$ cat src/rtl/bcs_pkg.sv
package bcs_pkg;

  typedef enum logic [2:0] {
    ST_IDLE,
    ST_T1,
    ST_T2,
    ST_TW,
    ST_T3,
    ST_T4,
    ST_HOLD
  } tstate_t;

  localparam logic [2:0] KIND_FETCH = 3'd0;
  localparam logic [2:0] KIND_MRD   = 3'd1;
  localparam logic [2:0] KIND_MWR   = 3'd2;
  localparam logic [2:0] KIND_IORD  = 3'd3;
  localparam logic [2:0] KIND_IOWR  = 3'd4;

  typedef struct packed {
    logic fetch;
    logic io;
    logic wr;
  } cyc_attr_t;

  function automatic cyc_attr_t decode_kind(input logic [2:0] k);
    cyc_attr_t a;
    a = '0;
    case (k)
      KIND_FETCH: a.fetch = 1'b1;
      KIND_MWR:   a.wr    = 1'b1;
      KIND_IORD:  a.io    = 1'b1;
      KIND_IOWR:  begin a.io = 1'b1; a.wr = 1'b1; end
      default:    a = '0;
    endcase
    return a;
  endfunction

endpackage

$ cat src/rtl/bcs_tick.sv
module bcs_tick (
  input  logic clk,
  input  logic rst_n,
  output logic t_en
);
  logic phase_q;

  always_ff @(posedge clk) begin
    if (!rst_n) phase_q <= 1'b0;
    else        phase_q <= ~phase_q;
  end

  assign t_en = phase_q;
endmodule

$ cat src/rtl/bcs_seq.sv
module bcs_seq
  import bcs_pkg::*;
#(
  parameter int ADDR_W = 16,
  parameter int DATA_W = 8
) (
  input  logic              clk,
  input  logic              rst_n,
  input  logic              t_en,
  input  logic              req_valid,
  input  logic [2:0]        req_kind,
  input  logic [ADDR_W-1:0] req_addr,
  input  logic [DATA_W-1:0] req_wdata,
  input  logic              slave_rdy,
  input  logic              bus_req,
  input  logic [DATA_W-1:0] ad_in,
  output logic              req_ready,
  output logic              rsp_valid,
  output tstate_t           state_q,
  output cyc_attr_t         attr_q,
  output logic [ADDR_W-1:0] addr_q,
  output logic [DATA_W-1:0] wdata_q,
  output logic [DATA_W-1:0] rdata_q
);
  tstate_t state_d;
  logic    accept;
  logic    strobe_state;
  logic    capture;

  assign req_ready    = (state_q == ST_IDLE) && t_en && !bus_req;
  assign accept       = req_valid && req_ready;
  assign strobe_state = (state_q == ST_T2) || (state_q == ST_TW);
  assign capture      = strobe_state && slave_rdy && !attr_q.wr;
  assign rsp_valid    = t_en && (((state_q == ST_T3) && !attr_q.fetch) ||
                                 (state_q == ST_T4));

  always_comb begin
    state_d = state_q;
    case (state_q)
      ST_IDLE: begin
        if (bus_req)        state_d = ST_HOLD;
        else if (req_valid) state_d = ST_T1;
      end
      ST_T1:       state_d = ST_T2;
      ST_T2, ST_TW: state_d = slave_rdy ? ST_T3 : ST_TW;
      ST_T3:       state_d = attr_q.fetch ? ST_T4 : ST_IDLE;
      ST_T4:       state_d = ST_IDLE;
      ST_HOLD:     state_d = bus_req ? ST_HOLD : ST_IDLE;
      default:     state_d = ST_IDLE;
    endcase
  end

  always_ff @(posedge clk) begin
    if (!rst_n) begin
      state_q <= ST_IDLE;
      attr_q  <= '0;
      addr_q  <= '0;
      wdata_q <= '0;
      rdata_q <= '0;
    end else if (t_en) begin
      state_q <= state_d;
      if (accept) begin
        attr_q  <= decode_kind(req_kind);
        addr_q  <= req_addr;
        wdata_q <= req_wdata;
      end
      if (capture) rdata_q <= ad_in;
    end
  end

  // the sequence advances only on T-state boundaries
  p_tick_only_r2: assert property (@(posedge clk) disable iff (!rst_n)
    !t_en |=> $stable(state_q));

  // a grant is entered only from an idle T-state
  p_grant_boundary_r9: assert property (@(posedge clk) disable iff (!rst_n)
    (state_q == ST_HOLD && $past(state_q) != ST_HOLD) |-> $past(state_q) == ST_IDLE);

  // a fourth T-state exists only for an opcode fetch
  p_t4_fetch_r4: assert property (@(posedge clk) disable iff (!rst_n)
    (state_q == ST_T4) |-> attr_q.fetch);

  // a wait T-state follows only a low ready at the boundary
  p_wait_cause_r8: assert property (@(posedge clk) disable iff (!rst_n)
    (state_q == ST_TW && $past(state_q) != ST_TW) |-> !$past(slave_rdy));
endmodule

$ cat src/rtl/bcs_pins.sv
module bcs_pins
  import bcs_pkg::*;
#(
  parameter int ADDR_W = 16,
  parameter int DATA_W = 8,
  localparam int HI_W  = ADDR_W - DATA_W
) (
  input  logic              clk,
  input  logic              rst_n,
  input  tstate_t           state_q,
  input  cyc_attr_t         attr_q,
  input  logic [ADDR_W-1:0] addr_q,
  input  logic [DATA_W-1:0] wdata_q,
  output logic [HI_W-1:0]   addr_hi,
  output logic              addr_oe,
  output logic [DATA_W-1:0] ad_out,
  output logic              ad_oe,
  output logic              addr_strobe,
  output logic              read_n,
  output logic              write_n,
  output logic              io_sel,
  output logic [1:0]        cyc_stat,
  output logic              ctl_oe,
  output logic              bus_grant
);
  logic in_cycle;

  assign in_cycle = (state_q == ST_T1) || (state_q == ST_T2) || (state_q == ST_TW) ||
                    (state_q == ST_T3) || (state_q == ST_T4);

  always_comb begin
    addr_hi     = addr_q[ADDR_W-1:DATA_W];
    addr_oe     = 1'b1;
    ad_out      = addr_q[DATA_W-1:0];
    ad_oe       = 1'b0;
    addr_strobe = 1'b0;
    read_n      = 1'b1;
    write_n     = 1'b1;
    io_sel      = 1'b0;
    cyc_stat    = 2'b00;
    ctl_oe      = 1'b1;
    bus_grant   = 1'b0;
    if (in_cycle) begin
      io_sel   = attr_q.io;
      cyc_stat = {!attr_q.wr, attr_q.wr | attr_q.fetch};
    end
    case (state_q)
      ST_T1: begin
        addr_strobe = 1'b1;
        ad_oe       = 1'b1;
      end
      ST_T2, ST_TW: begin
        read_n  = attr_q.wr;
        write_n = !attr_q.wr;
        ad_oe   = attr_q.wr;
        ad_out  = wdata_q;
      end
      ST_T3: begin
        ad_oe  = attr_q.wr;
        ad_out = wdata_q;
      end
      ST_HOLD: begin
        addr_oe   = 1'b0;
        ctl_oe    = 1'b0;
        bus_grant = 1'b1;
      end
      default: ;
    endcase
  end

  // address strobe never overlaps a data strobe
  p_strobe_excl_r3: assert property (@(posedge clk) disable iff (!rst_n)
    addr_strobe |-> (read_n && write_n));

  // read and write strobes are never low together
  p_one_strobe_r6: assert property (@(posedge clk) disable iff (!rst_n)
    read_n || write_n);

  // the shared lines are not driven while the target drives them
  p_read_release_r5: assert property (@(posedge clk) disable iff (!rst_n)
    !read_n |-> !ad_oe);

  // everything floats while the bus is granted
  p_float_grant_r9: assert property (@(posedge clk) disable iff (!rst_n)
    bus_grant |-> (!ad_oe && !ctl_oe && !addr_oe));
endmodule

$ cat src/rtl/bus_cycle_seq.sv
module bus_cycle_seq
  import bcs_pkg::*;
#(
  parameter int ADDR_W = 16,
  parameter int DATA_W = 8,
  localparam int HI_W  = ADDR_W - DATA_W
) (
  input  logic              clk,
  input  logic              rst_n,
  input  logic              req_valid,
  output logic              req_ready,
  input  logic [2:0]        req_kind,
  input  logic [ADDR_W-1:0] req_addr,
  input  logic [DATA_W-1:0] req_wdata,
  output logic              rsp_valid,
  output logic [DATA_W-1:0] rsp_rdata,
  input  logic              slave_rdy,
  input  logic              bus_req,
  output logic              bus_grant,
  output logic [HI_W-1:0]   addr_hi,
  output logic              addr_oe,
  output logic [DATA_W-1:0] ad_out,
  input  logic [DATA_W-1:0] ad_in,
  output logic              ad_oe,
  output logic              addr_strobe,
  output logic              read_n,
  output logic              write_n,
  output logic              io_sel,
  output logic [1:0]        cyc_stat,
  output logic              ctl_oe
);
  logic              t_en;
  tstate_t           state_q;
  cyc_attr_t         attr_q;
  logic [ADDR_W-1:0] addr_q;
  logic [DATA_W-1:0] wdata_q;

  bcs_tick u_tick (
    .clk   (clk),
    .rst_n (rst_n),
    .t_en  (t_en)
  );

  bcs_seq #(.ADDR_W(ADDR_W), .DATA_W(DATA_W)) u_seq (
    .clk       (clk),
    .rst_n     (rst_n),
    .t_en      (t_en),
    .req_valid (req_valid),
    .req_kind  (req_kind),
    .req_addr  (req_addr),
    .req_wdata (req_wdata),
    .slave_rdy (slave_rdy),
    .bus_req   (bus_req),
    .ad_in     (ad_in),
    .req_ready (req_ready),
    .rsp_valid (rsp_valid),
    .state_q   (state_q),
    .attr_q    (attr_q),
    .addr_q    (addr_q),
    .wdata_q   (wdata_q),
    .rdata_q   (rsp_rdata)
  );

  bcs_pins #(.ADDR_W(ADDR_W), .DATA_W(DATA_W)) u_pins (
    .clk         (clk),
    .rst_n       (rst_n),
    .state_q     (state_q),
    .attr_q      (attr_q),
    .addr_q      (addr_q),
    .wdata_q     (wdata_q),
    .addr_hi     (addr_hi),
    .addr_oe     (addr_oe),
    .ad_out      (ad_out),
    .ad_oe       (ad_oe),
    .addr_strobe (addr_strobe),
    .read_n      (read_n),
    .write_n     (write_n),
    .io_sel      (io_sel),
    .cyc_stat    (cyc_stat),
    .ctl_oe      (ctl_oe),
    .bus_grant   (bus_grant)
  );

  // the done pulse is one clock wide
  p_done_single_r10: assert property (@(posedge clk) disable iff (!rst_n)
    rsp_valid |=> !rsp_valid);

  // nothing is accepted while the bus is granted
  p_no_accept_grant_r11: assert property (@(posedge clk) disable iff (!rst_n)
    bus_grant |-> !req_ready);
endmodule

$ cat config.mk
export PLATFORM = sky130hd
export DESIGN_NAME = bus_cycle_seq
export DESIGN_NICKNAME = d
export VERILOG_FILES = /design/src/rtl/bcs_pkg.sv /design/src/rtl/bcs_tick.sv /design/src/rtl/bcs_seq.sv /design/src/rtl/bcs_pins.sv /design/src/rtl/bus_cycle_seq.sv
export SDC_FILE = /design/constraint.sdc
export NUM_CORES = 1
export LEC_CHECK = 0
export BUFFER_PORTS_ARGS = -buffer_cell sky130_fd_sc_hd__buf_2
export CORE_MARGIN = 3
export CORE_UTILIZATION = 44
export DETAILED_ROUTE_END_ITERATION = 16
export GPL_ROUTABILITY_DRIVEN = 1
export PLACE_DENSITY = 0.86
export SLEW_MARGIN = 20
export SYNTH_ARGS = -nofsm -noshare
export SYNTH_HDL_FRONTEND = slang
export SYNTH_HIERARCHICAL = 1
export SYNTH_SLANG_ARGS = --single-unit
$ cat constraint.sdc
create_clock -name clk -period 1.6 [get_ports clk]
set_input_delay 0.16 -clock clk [delete_from_list [all_inputs] [get_ports clk]]
set_output_delay 0.16 -clock clk [all_outputs]
set_load 0.1 [all_outputs]
# Word level (Yosys, flattened, before mapping)
# Cells that the tools add are included.
[word_totals]
ff_bits = 39
latchBits = 0
ram_bits = 0
rom_bits = 0
out_inout_bits = 36
wordCells = 63
memories = 0
[classes]
n_addsub = 0
n_mul = 0
div_mod_pow = 0
order_cmp = 0
eq_ne = 10
n_shift = 0
muxes = 18
bitwise_logic = 2
reduce_logical = 25
[ops]
columns = ["cell", "count"]
rows = [
  ["two-way mux 3 bit", 5],
  ["case mux 3 bit (5 select lines)", 1],
  ["== test 3 x 2 -> 1 bit, second input constant", 4],
  ["== test 3 bit, second input constant", 4],
  ["two-way mux 1 bit", 9],
  ["two-way mux 8 bit", 1],
  ["logical AND 1 bit", 7],
  ["zero test 3 bit", 2],
  ["logical OR 1 bit", 6],
  ["AND reduction 2 bit", 3],
  ["OR reduction 2 bit", 3],
  ["== test 3 x 1 -> 1 bit, second input constant", 1],
  ["zero test 1 bit", 3],
  ["inequality test 3 bit, second input constant", 1],
  ["OR reduction 3 bit", 1],
  ["two-way mux 2 bit", 1],
  ["case mux 1 bit (2 select lines)", 1],
  ["inverter 1 bit", 1],
  ["OR 1 bit", 1],
]

# Depth between registers and ports, before layout
[depth]
word_depth = 6
mapped_depth = 7
mapped_depth_nobuf = 4

# By module
# The synthesis kept the hierarchy.
[by_module_without_submodules]
columns = ["mod", "instances", "cells_per_inst", "area_each_um2", "seq_area_each_um2"]
rows = [
  ["bcs_seq", 1, 184, 1645.3, 760.7],
  ["bcs_pins", 1, 35, 265.3, 0.0],
  ["bcs_tick", 1, 2, 33.8, 20.0],
]

# Worst setup path before layout
# No wires, ideal clock.
[synth_path]
path_kind = "register to output"
start = "register u_seq.state_q[2]"
end = "output rsp_valid"
arrival_time_ps = 3102
setup_slack_ps = -1662
path_stages_with_launch = 4
path_buffers = 1
path_cell_list = "dfxtp_1 > buf_2 > nand2_1 > a211oi_1"
[synth_via]
elab_chain_len = 4
word_cells_on_any_way = 5
classes_between = "eq/ne (2); reduce/logical (3)"
[synth_lines]
columns = ["item", "line", "text"]
rows = [
  ["start, declared", "bcs_seq.sv:19", "output tstate_t state_q,"],
  ["start signal, assigned", "bcs_seq.sv:61", "state_q <= state_d;"],
  ["== test 3 bit", "bcs_seq.sv:34", "assign rsp_valid = t_en && (((state_q == ST_T3) && !attr_q.fetch) ||"],
  ["logical AND 1 bit", "bcs_seq.sv:34", ""],
  ["logical OR 1 bit *", "bcs_seq.sv:34", ""],
  ["logical AND 1 bit *", "bcs_seq.sv:34", ""],
  ["end, declared", "bus_cycle_seq.sv:15", "output logic rsp_valid,"],
]
# Every way passes the cells marked *; elsewhere a longest branch is shown, timed or not.

# Worst setup path in the final report
[layout_path]
start = "register u_seq.state_q[2]"
end = "output req_ready"
[layout_via]
elab_chain_len = 3
[layout_lines]
columns = ["item", "line", "text"]
rows = [
  ["zero test 3 bit", "bcs_seq.sv:30", "assign req_ready = (state_q == ST_IDLE) && t_en && !bus_req;"],
  ["logical AND 1 bit (2 in series)", "bcs_seq.sv:30", ""],
  ["end, declared", "bus_cycle_seq.sv:11", "output logic req_ready,"],
]
# No other way between the ends.

==> metrics <==
outcome complete, but fails checks; failing checks negative setup slack; antenna violations before repair 0; Max-slew headroom 64.0%; share of cells above drive strength 1 46.7%; Period minus WS final 1.73 ns; WP buf/inv 3; Final Max Tran Viols 0; drt wl/cell 14.5 um; Die Y 72.5 um; count of different cell masters after synthesis 39; crit path DAT 1.57 ns; Ys Warns 6; CP cell instances buf_4, nor4_4, buf_4, and2_4, buf_12; post-synthesis net count 261; Peak VDD IR 0.000706 V; RSZ-0062 raised after global routing true; ys async rst share 0%; total of max-cap violations 0; global-route wire length before repair 7.85 mm; Synth-to-Final Area Change 55.0%; Syn Inst Count 221; DR vias/cell 5.02; Clock Power Share 25.5%; largest net degree at the start of global routing 40; Compound-Gate Fraction of Synth Area 15.3%; crit end category output pin; CP Class reg2out; largest family of logic cells by synthesized area simple AND/OR/NAND/NOR gates; Worst path most repeated cell buf_4; setup TNS -2.10 ns; slew at the pin closest to its max-slew limit 0.526 ns; core area 0.00414 mm^2; Final Worst Setup Slack -0.129 ns; Main synth FF type dfxtp_1; initial core utilization 46.9%; Worst path max stage delay 0.38 ns; Reg clk slew, reported paths 0.08 ns; CP Launch Type register; Root Driver clkbuf_8; skew final 0.00772 ns; HPWL after DPL 3.34 mm; diode count 0; Row Count 23; syn avg cell area 8.80 um^2; Power Density 812 mW/mm^2; internal power 1.63 mW; Fmax achieved 578 MHz; hold path start req_addr[13]; hold slack 0.107 ns; grt total ovfl 0; # H-tree levels 2; GRT Util Overall 18.7%; Leak Pwr 1.21 nW; drt first pass iters 4; CTS tree done; Die Wd 72.5 um; worst r2r src u_seq/state_q[2]; Post-Synth XOR/XNOR Area 0.450%; post-synthesis adder-cell area fraction 0%; WP data required 1.44 ns; number of global-route vias before repair 1731; Final Cycle Share 108%; Crit-path slowest cell dfxtp_4; CP Max Fanout 4; Sw Share 33.2%; Worst-Skew Late Latency 0.28 ns; Top Ports 76; post-synthesis sequential area ratio 40.2%; CTS Buf Count 5; count of final setup violators 26; Yosys reg bits 39; Via Count 1757; DRC viols 0; Clock Tree Buf Depth 2; mux cell area share after synthesis 10.9%; Port Buffer Count 75; final-stage net count 339; combinational fraction of design power 32.3%; post-route ant nets 0; post-synthesis cell area 0.00194 mm^2; Placer Congestion 0.905; fill count 304; Hold Crit Class in2reg; die area 0.00525 mm^2; CP startpoint u_seq/state_q[2]; sequential power share 42.2%; simple-gate share of the synthesized area 24.6%; detailed router's first-iteration violation count 108; final WL 5.08 mm; Final Hold Vio Count 0; number of synthesized flops with an enable pin 0; # clock sinks 39; Crit path max-delay family buffers and inverters; NetSw 814 uW
[power by group through the flow]
stage	clock network, mW	registers [mW]	logic, mW
finish	0.624	1.03	0.791
global route	0.693	1.04	0.824
detailed placement	0	1.05	0.658
global placement	0	1.05	0.646
CTS	0.652	1.03	0.745
floorplan	0	1.07	0.436
[cells in the final DEF, fill, tap and decap left out, types with 3 or more instances in the layout]
cell,n
a21boi_1,26
buf_12,24
buf_2,55
buf_4,7
buf_6,5
clkbuf_8,5
dfxtp_1,34
dfxtp_4,3
mux2_4,8
mux2i_1,10
nand2_1,56
nor2_1,3
nor2b_1,10
o21ai_0,4
[cell usage after synthesis, drive strengths merged (2+ instances only)]
library cell | count | area [um^2]
a21boi | 27 | 203
a21oi | 2 | 21.3
and2 | 2 | 12.5
and3 | 2 | 12.5
buf | 17 | 134
clkbuf | 6 | 22.5
dfxtp | 39 | 781
inv | 3 | 11.3
mux2 | 9 | 101
mux2i | 11 | 110
nand2 | 59 | 221
nand2b | 2 | 12.5
nand3 | 2 | 15.0
nor2 | 6 | 22.5
nor2b | 12 | 85.1
o21ai | 5 | 25.0
or3 | 2 | 12.5
[cells by family (layout without fill, tap and decap cells)]
logic type	Yosys count	in the layout
buf+inv	26	105
flops	39	39
compound gates	40	40
simple gates	95	95
xor+xnor	1	1
mux	20	20
[per-layer routing]
metal  GRT usage (%)  routed length [um]
met1            23.6                2090
met2            31.0                2580
met3            4.02                 285
met4            7.79                 119
met5               0                   0
[worst reg2reg max path: cells and delay by family (launching register included)]
kind / cells / cell delay, ns
compound gates: 1 / 0.16
buf+inv: 2 / 0.34
flops: 1 / 0.38
simple gates: 3 / 0.76
[area by class of cell]
type / count / area, um^2 / share of cell area, %
Clock buffer: 6 / 72.6 / 2.41
Sequential cell: 39 / 795 / 26.4
Multi-Input combinational cell: 156 / 1140 / 38.0
Timing Repair Buffer: 94 / 912 / 30.3
Tap cell: 50 / 62.6 / 2.08
Clock inverter: 2 / 12.5 / 0.415
Inverter: 3 / 15.0 / 0.498
[through the flow]
step | power, mW | area, um^2 | cells | util [%] | worst slack [ns]
finish | 2.45 | 3010 | 350 | 72.7 | -0.129
global route | 2.55 | 3010 | 350 | 72.7 | -0.187
CTS | 2.43 | 2900 | 346 | 69.9 | -0.128
detailed placement | 1.71 | 2620 | 331 | 63.3 | 0.0110
global placement | 1.70 | 2620 | 331 | 63.3 | 0.0519
floorplan | 1.50 | 1990 | 221 | - | -0.212
[flip-flops by register name, summed over array words and instances, names as in the netlist]
| name | cells |
|---|---|
| u_seq/attr_q | 3 |
| u_seq/wdata_q | 8 |
| u_seq/state_q | 3 |
| u_seq/addr_q | 16 |
| u_seq/rdata_q | 8 |
| u_tick/t_en | 1 |
[what timing repair did]
item | 4_1_cts | 5_1_grt
setup endpoints to repair | 16 | 53
setup buffers | 7 | 2
gates resized for setup | 29 | 31
endpoints found under the hold margin | 0 | 0
pin swaps | 5 | 20
gates cloned | 0 | 2
hold buffers | 0 | 0
[final timing paths]
kind                           end  slack [ns]  cells past startpoint
hold reg to reg    u_seq/addr_q[2]        0.45                      2
hold / removal    u_seq/addr_q[13]        0.11                      3
setup / recovery         req_ready       -0.13                      5
setup reg to reg   u_seq/attr_q[2]       -0.09                      6
Note: power is estimated with default switching activity, not from simulation.
